--- src/rtl/coh_miss_pkg.sv ---
package coh_miss_pkg;

  typedef enum logic [2:0] {
    LS_INV      = 3'd0,
    LS_RD_WAIT  = 3'd1,
    LS_RD_ACKS  = 3'd2,
    LS_SHARED   = 3'd3,
    LS_EXCL     = 3'd4,
    LS_WR_WAIT  = 3'd5,
    LS_WR_ACKS  = 3'd6,
    LS_MOD      = 3'd7
  } line_state_e;

  typedef enum logic [1:0] {
    MK_DATA    = 2'd0,
    MK_ACK     = 2'd1,
    MK_PEER_RD = 2'd2,
    MK_PEER_WR = 2'd3
  } msg_kind_e;

  // one counting step, saturating at the number of peers
  function automatic int unsigned ack_step(int unsigned cur, logic ack, int unsigned limit);
    return (ack && cur < limit) ? cur + 1 : cur;
  endfunction

  function automatic logic is_stable(line_state_e s);
    return (s == LS_SHARED) || (s == LS_EXCL) || (s == LS_MOD);
  endfunction

  // stable state reached by a completed read miss
  function automatic line_state_e read_fill_state(logic any_sharer);
    return any_sharer ? LS_SHARED : LS_EXCL;
  endfunction

endpackage

--- src/rtl/coh_ack_counter.sv ---
module coh_ack_counter #(
  parameter int unsigned NPEERS = 3,
  parameter int unsigned CW     = $clog2(NPEERS + 1)
) (
  input  logic          clk,
  input  logic          rst_n,
  input  logic          clear,
  input  logic          ack_in,
  input  logic          sharer_in,
  output logic [CW-1:0] count,
  output logic          done_next,
  output logic          sharer_next
);
  import coh_miss_pkg::*;

  localparam logic [CW-1:0] LIMIT = CW'(NPEERS);

  logic [CW-1:0] cnt_q, cnt_nx;
  logic          shr_q;

  always_comb begin
    cnt_nx      = CW'(ack_step(32'(cnt_q), ack_in, NPEERS));
    done_next   = (cnt_nx == LIMIT);
    sharer_next = shr_q | (ack_in & sharer_in);
  end

  always_ff @(posedge clk) begin
    if (!rst_n || clear) begin
      cnt_q <= '0;
      shr_q <= 1'b0;
    end else begin
      cnt_q <= cnt_nx;
      shr_q <= sharer_next;
    end
  end

  assign count = cnt_q;

  AST_ACK_NO_OVERFLOW: assert property (@(posedge clk) disable iff (!rst_n)
    cnt_q <= LIMIT);

  AST_ACK_CLEARED: assert property (@(posedge clk) disable iff (!rst_n)
    clear |=> (cnt_q == '0));

endmodule

--- src/rtl/coh_miss_tracker.sv ---
module coh_miss_tracker #(
  parameter int unsigned AW = 16,
  parameter int unsigned DW = 32
) (
  input  logic          clk,
  input  logic          rst_n,
  input  logic          alloc,
  input  logic [AW-1:0] alloc_addr,
  input  logic          alloc_store,
  input  logic [DW-1:0] alloc_wdata,
  input  logic          free,
  output logic          valid,
  output logic [AW-1:0] addr,
  output logic          store,
  output logic [DW-1:0] wdata
);

  always_ff @(posedge clk) begin
    if (!rst_n) begin
      valid <= 1'b0;
      addr  <= '0;
      store <= 1'b0;
      wdata <= '0;
    end else if (alloc) begin
      valid <= 1'b1;
      addr  <= alloc_addr;
      store <= alloc_store;
      wdata <= alloc_wdata;
    end else if (free) begin
      valid <= 1'b0;
    end
  end

  AST_NO_DOUBLE_ALLOC: assert property (@(posedge clk) disable iff (!rst_n)
    alloc |-> !valid);

  AST_FREE_ONLY_VALID: assert property (@(posedge clk) disable iff (!rst_n)
    free |-> valid);

endmodule

--- src/rtl/coh_line_fsm.sv ---
module coh_line_fsm (
  input  logic                      clk,
  input  logic                      rst_n,
  input  logic                      req_fire,
  input  logic                      req_store,
  input  logic                      tag_hit,
  input  logic                      data_in,
  input  logic                      ack_done_next,
  input  logic                      sharer_next,
  output coh_miss_pkg::line_state_e state,
  output logic                      ev_alloc,
  output logic                      ev_rd_data,
  output logic                      ev_complete,
  output logic                      ev_load_hit,
  output logic                      ev_store_hit
);
  import coh_miss_pkg::*;

  line_state_e state_q, state_nx;

  always_comb begin
    ev_load_hit  = req_fire && !req_store && tag_hit && is_stable(state_q);
    ev_store_hit = req_fire && req_store && tag_hit && (state_q == LS_MOD);
    ev_alloc     = req_fire && !ev_load_hit && !ev_store_hit;
    ev_rd_data   = (state_q == LS_RD_WAIT) && data_in;
    ev_complete  = 1'b0;
    state_nx     = state_q;
    case (state_q)
      LS_RD_WAIT: begin
        if (data_in) begin
          if (ack_done_next) begin
            state_nx    = read_fill_state(sharer_next);
            ev_complete = 1'b1;
          end else begin
            state_nx = LS_RD_ACKS;
          end
        end
      end
      LS_RD_ACKS: begin
        if (ack_done_next) begin
          state_nx    = read_fill_state(sharer_next);
          ev_complete = 1'b1;
        end
      end
      LS_WR_WAIT: begin
        if (data_in) begin
          if (ack_done_next) begin
            state_nx    = LS_MOD;
            ev_complete = 1'b1;
          end else begin
            state_nx = LS_WR_ACKS;
          end
        end
      end
      LS_WR_ACKS: begin
        if (ack_done_next) begin
          state_nx    = LS_MOD;
          ev_complete = 1'b1;
        end
      end
      default: begin
        if (ev_alloc) state_nx = req_store ? LS_WR_WAIT : LS_RD_WAIT;
      end
    endcase
  end

  always_ff @(posedge clk) begin
    if (!rst_n) state_q <= LS_INV;
    else        state_q <= state_nx;
  end

  assign state = state_q;

  AST_RD_ACKS_WAIT: assert property (@(posedge clk) disable iff (!rst_n)
    (state_q == LS_RD_ACKS && !ack_done_next) |=> (state_q == LS_RD_ACKS));

  AST_COMPLETE_STABLE: assert property (@(posedge clk) disable iff (!rst_n)
    ev_complete |=> is_stable(state_q));

  AST_WR_ENDS_MOD: assert property (@(posedge clk) disable iff (!rst_n)
    (state_q == LS_WR_ACKS && ack_done_next) |=> (state_q == LS_MOD));

endmodule

--- src/rtl/coh_miss_ctrl.sv ---
module coh_miss_ctrl #(
  parameter int unsigned AW     = 16,
  parameter int unsigned DW     = 32,
  parameter int unsigned NPEERS = 3
) (
  input  logic          clk,
  input  logic          rst_n,
  input  logic          cpu_req_valid,
  input  logic          cpu_req_store,
  input  logic [AW-1:0] cpu_req_addr,
  input  logic [DW-1:0] cpu_req_wdata,
  output logic          cpu_req_ready,
  output logic          cpu_rsp_valid,
  output logic [DW-1:0] cpu_rsp_data,
  output logic          home_req_valid,
  output logic          home_req_excl,
  output logic [AW-1:0] home_req_addr,
  input  logic          msg_valid,
  input  logic [1:0]    msg_kind,
  input  logic [DW-1:0] msg_data,
  input  logic          msg_sharer,
  output logic [2:0]    line_state,
  output logic          tbe_valid
);
  import coh_miss_pkg::*;

  localparam int unsigned CW = $clog2(NPEERS + 1);

  // internal events, named for the assertions
  logic          req_fire, tag_hit, data_in, ack_in, peer_in;
  logic          ev_alloc, ev_rd_data, ev_complete, ev_load_hit, ev_store_hit;
  logic          ack_done_next, sharer_next;
  logic [CW-1:0] ack_count;
  logic          tbe_store;
  logic [DW-1:0] tbe_wdata;
  line_state_e   state;
  logic [AW-1:0] line_addr;
  logic [DW-1:0] line_data;

  assign cpu_req_ready = !tbe_valid;
  assign req_fire      = cpu_req_valid && cpu_req_ready;
  assign tag_hit       = (line_addr == cpu_req_addr);
  assign data_in       = msg_valid && tbe_valid && (msg_kind == MK_DATA);
  assign ack_in        = msg_valid && tbe_valid && (msg_kind == MK_ACK);
  assign peer_in       = msg_valid && ((msg_kind == MK_PEER_RD) || (msg_kind == MK_PEER_WR));

  coh_line_fsm u_fsm (
    .clk          (clk),
    .rst_n        (rst_n),
    .req_fire     (req_fire),
    .req_store    (cpu_req_store),
    .tag_hit      (tag_hit),
    .data_in      (data_in),
    .ack_done_next(ack_done_next),
    .sharer_next  (sharer_next),
    .state        (state),
    .ev_alloc     (ev_alloc),
    .ev_rd_data   (ev_rd_data),
    .ev_complete  (ev_complete),
    .ev_load_hit  (ev_load_hit),
    .ev_store_hit (ev_store_hit)
  );

  coh_ack_counter #(.NPEERS(NPEERS), .CW(CW)) u_acks (
    .clk        (clk),
    .rst_n      (rst_n),
    .clear      (ev_alloc),
    .ack_in     (ack_in),
    .sharer_in  (msg_sharer),
    .count      (ack_count),
    .done_next  (ack_done_next),
    .sharer_next(sharer_next)
  );

  coh_miss_tracker #(.AW(AW), .DW(DW)) u_tbe (
    .clk        (clk),
    .rst_n      (rst_n),
    .alloc      (ev_alloc),
    .alloc_addr (cpu_req_addr),
    .alloc_store(cpu_req_store),
    .alloc_wdata(cpu_req_wdata),
    .free       (ev_complete),
    .valid      (tbe_valid),
    .addr       (home_req_addr),
    .store      (tbe_store),
    .wdata      (tbe_wdata)
  );

  // line storage and registered outputs
  always_ff @(posedge clk) begin
    if (!rst_n) begin
      line_addr      <= '0;
      line_data      <= '0;
      cpu_rsp_valid  <= 1'b0;
      cpu_rsp_data   <= '0;
      home_req_valid <= 1'b0;
      home_req_excl  <= 1'b0;
    end else begin
      home_req_valid <= ev_alloc;
      if (ev_alloc) begin
        line_addr     <= cpu_req_addr;
        home_req_excl <= cpu_req_store;
      end
      if (ev_rd_data)                 line_data <= msg_data;
      else if (ev_complete && tbe_store) line_data <= tbe_wdata;
      else if (ev_store_hit)          line_data <= cpu_req_wdata;
      cpu_rsp_valid <= ev_rd_data || ev_load_hit || ev_store_hit || (ev_complete && tbe_store);
      if (ev_rd_data)        cpu_rsp_data <= msg_data;
      else if (ev_load_hit)  cpu_rsp_data <= line_data;
      else if (ev_store_hit) cpu_rsp_data <= cpu_req_wdata;
      else if (ev_complete)  cpu_rsp_data <= tbe_wdata;
    end
  end

  assign line_state = state;

  AST_ALLOC_SENDS_REQ: assert property (@(posedge clk) disable iff (!rst_n)
    ev_alloc |=> (home_req_valid && home_req_excl == $past(cpu_req_store)));

  AST_STALL_NO_REQ: assert property (@(posedge clk) disable iff (!rst_n)
    (tbe_valid && cpu_req_valid) |=> !home_req_valid);

  AST_FREE_WITH_STABLE: assert property (@(posedge clk) disable iff (!rst_n)
    $fell(tbe_valid) |-> is_stable(state));

  AST_READ_DATA_RESPONDS: assert property (@(posedge clk) disable iff (!rst_n)
    (state == LS_RD_WAIT && data_in) |=> (cpu_rsp_valid && cpu_rsp_data == $past(msg_data)));

  AST_PEER_IGNORED: assert property (@(posedge clk) disable iff (!rst_n)
    (peer_in && state == LS_RD_WAIT) |=> (state == LS_RD_WAIT && !cpu_rsp_valid && $stable(ack_count)));

endmodule

--- config.mk ---
export PLATFORM = sky130hd
export DESIGN_NAME = coh_miss_ctrl
export DESIGN_NICKNAME = d
export VERILOG_FILES = /design/src/rtl/coh_miss_pkg.sv /design/src/rtl/coh_ack_counter.sv /design/src/rtl/coh_miss_tracker.sv /design/src/rtl/coh_line_fsm.sv /design/src/rtl/coh_miss_ctrl.sv
export SDC_FILE = /design/constraint.sdc
export NUM_CORES = 1
export LEC_CHECK = 0
export BUFFER_PORTS_ARGS = -buffer_cell sky130_fd_sc_hd__buf_2
export CORE_UTILIZATION = 55
export CTS_CLUSTER_DIAMETER = 150
export DETAILED_ROUTE_END_ITERATION = 6
export PLACE_DENSITY = 0.8
export REMOVE_ABC_BUFFERS = 1
export SYNTH_ARGS = -nofsm -noshare
export SYNTH_HDL_FRONTEND = slang
export SYNTH_HIERARCHICAL = 1
export SYNTH_SLANG_ARGS = --single-unit
--- constraint.sdc ---
create_clock -name clk -period 3.4 [get_ports clk]
set_input_delay 0 -clock clk [delete_from_list [all_inputs] [get_ports clk]]
set_output_delay 0 -clock clk [all_outputs]
set_load 0.03 [all_outputs]
==> results.toml <==
[grt]
overflow = 0
gr-usage-met1_pct = 35.9
grtUsageMet3_pct = 6.18
top_usage_layer = "met2"
grt_pass1_wl_mm = 29.8
grtUsageMet2_pct = 46.9
grt_use_total_pct = 28.0
grt_pass1_vias = 6009
antenna_found_initial = 0
grt_start_max_net_pins = 138

[routing]
wl_per_cell_um = 16.4
ant_nets = 0
post_drt_via_cell_ratio = 5.66
vias = 6571
firstDrtPassIters = 5
drc = 0
first_iter_violations = 460
routed_wl_mm = 19.0

[die]
dieArea_um2 = 13700
core_region_area_um2 = 12700
io_pins = 144
die_y_um = 117
die_w_um = 117
fp-row-count = 41
start_util_pct = 57.0

[timing]
fin_worst_skew_ns = 0.00902
rsz0062_at_grt = "false"
worst_pin_slew_ns = 1.17
slew_violations = 0
clock.fmax_mhz = 315
fin_crit_sh_pct = 93.4
period_needed_ns = 3.18
final-setup-viol-count = 0
max_slew_margin_pct = 22.2
holdWs_ns = 0.0515
hold_violations = 0

[placed_design]
portBuffers = 143
hpwl_mm = 10.6
place_area_um2 = 7960
gp_congestion = 0.843
dp.cells = 1045

[final_layout]
area_delta_synth_final_pct = 28.6
drive_above_1_share_pct = 19.8
final_cells = 1160
fin_nets = 1069
seqCellArea_um2 = 2780
diodes = 0
multi_input_area_um2 = 3930
n_fill_cell = 949
final_area_um2 = 9330

[power_and_ir_drop]
powerDensity_nw_per_um2 = 411
power.leakage_nw = 3.98
peakVddDrop_uv = 309

[logic_synthesis]
post_synth_main_area_contributors = "dfxtp_1, mux2i_1, nor2b_1, a21oi_1, a311o_1"
synth_flop_cell = "dfxtp_1"
synth_area_um2 = 7250
ys_types = 47
syn_area_per_cell_um2 = 9.23
yosysTopAreaCell = "dfxtp_1"
ys_async_sr_fraction_pct = 0
synth_seq_cells = 139
synth_edf_count = 0
synth.yosys.seq_area_share_pct = 38.4
syn_inst = 786
synth_top_cell_area_share_pct = 38.4
yosys_warnings = 6

[worst_setup_path]
cp.arrival_ns = 3.48
worstPathRequired_ns = 3.71
start_kind = "flop"
cp_max_fo = 41
crit_path_end_kind = "flop"
critPathKind = "reg2reg"

[clock_network]
clk_path_buf_depth = 2
htreeDepth = 4
cts.sinks = 139
tritoncts = "done"
cts_buffers = 17
insertion_delay_ns = 0.42
ctsRootBufferMaster = "clkbuf_16"
clkTransAtPathRegs_ns = 0.06

[status]
run_status = "finished, final reports clean"

[flow_run]
max-cap-violations = 0

[worst_hold_path]
hold_class = "in2reg"
==> sequential cells by signal, indices dropped and copies added (netlist names) <==
| signal | count |
|---|---|
| u_acks/shr_q | 1 |
| line_data | 32 |
| u_tbe/wdata | 32 |
| u_fsm/state | 3 |
| u_tbe/valid | 1 |
| u_tbe/addr | 16 |
| home_req_excl | 1 |
| cpu_rsp_data | 32 |
| cpu_rsp_valid | 1 |
| line_addr | 16 |
| u_acks/count | 2 |
| u_tbe/store | 1 |
| home_req_valid | 1 |
==> critical path: stages (launching register included) <==
cell           delay (ns)
dfxtp_1              0.34
xnor2_1              0.20
nand4_1              0.13
nor4_1               0.30
buf_4                0.20
nand2_1              0.08
nor3_2               0.26
buf_12               0.27
buf_4                0.40
a311o_1              0.24
a21oi_1              0.07
dlygate4sd3_1        0.56
==> synth_stat cells, drive strengths merged, types with 2 or more instances <==
| master | number |
|---|---|
| a21oi | 67 |
| a311o | 32 |
| a31oi | 3 |
| and2 | 4 |
| and3b | 33 |
| buf | 26 |
| clkbuf | 46 |
| dfxtp | 139 |
| inv | 37 |
| mux2i | 97 |
| nand2 | 41 |
| nand2b | 7 |
| nand3 | 5 |
| nand3b | 31 |
| nand4 | 4 |
| nor2 | 5 |
| nor2b | 70 |
| nor3 | 2 |
| o21a | 2 |
| o21ai | 69 |
| o311a | 31 |
| o31ai | 2 |
| xnor2 | 17 |
==> through the flow <==
stage               total power, W  setup WS, ns  util, %  TNS, ns
floorplan                  0.00206         -4.34        -  -458.21
global placement           0.00219         0.557     62.6        0
detailed placement         0.00220         0.425     62.6        0
CTS                        0.00382         0.121     73.3        0
global route               0.00398        0.0322     73.3        0
finish                     0.00384         0.224     73.3        0
==> cell usage in the layout (no fill, tap or decap), drive strengths merged, types with 33 or more instances in the layout <==
cell type	instances
a21oi	67
and3b	33
buf	159
dfxtp	139
dlygate4sd3	88
inv	37
mux2i	97
nand2	41
nor2b	70
o21ai	69
==> power breakdown <==
| group | internal, W | switching (W) | total (W) |
|---|---|---|---|
| clock | 0.000922 | 0.000662 | 0.00158 |
| combinational | 0.000261 | 0.000249 | 0.000510 |
| sequential | 0.00169 | 0.0000512 | 0.00174 |
| total | 0.00288 | 0.000962 | 0.00384 |
==> final timing paths <==
path                   start              end  slack (ns)  cells past startpoint
min              msg_kind[1]  u_acks/count[1]        0.05                      5
max             line_addr[3]    line_data[19]        0.22                     11
max reg2reg     line_addr[3]    line_data[19]        0.22                     11
min reg2reg  u_acks/count[1]  u_acks/count[1]        0.49                      2
==> layer usage <==
layer / vias to the layer above / part of all wire (%)
li1: 3213 / -
met1: 3099 / 45
met2: 229 / 47
met3: 30 / 5.7
met4: 0 / 1.9
met5: - / 0
==> kinds of logic after synthesis <==
kind of cell	share of synthesized area [%]
compound gates	19.7
xor+xnor	2.05
simple gates	18.3
fa+ha+maj	0.172
buf+inv	7.90
flops	38.4
mux	13.5
==> timing repair <==
| item | CTS | global route |
|---|---|---|
| hold endpoints to repair | 116 | 0 |
| gates resized for setup | 0 | 4 |
| endpoints found under the setup margin | 0 | 6 |
| hold buffers | 88 | 0 |
| buffers inserted | 0 | 0 |
==> layout make-up <==
type                            instances  area share (%)
Multi-Input combinational cell        538            42.1
Sequential cell                       139            29.8
Timing Repair Buffer                  247            19.1
Clock buffer                           22            4.87
Tap cell                              172            2.31
Inverter                               37            1.49
Clock inverter                          5           0.268
Power figures use the tool's default switching activity.
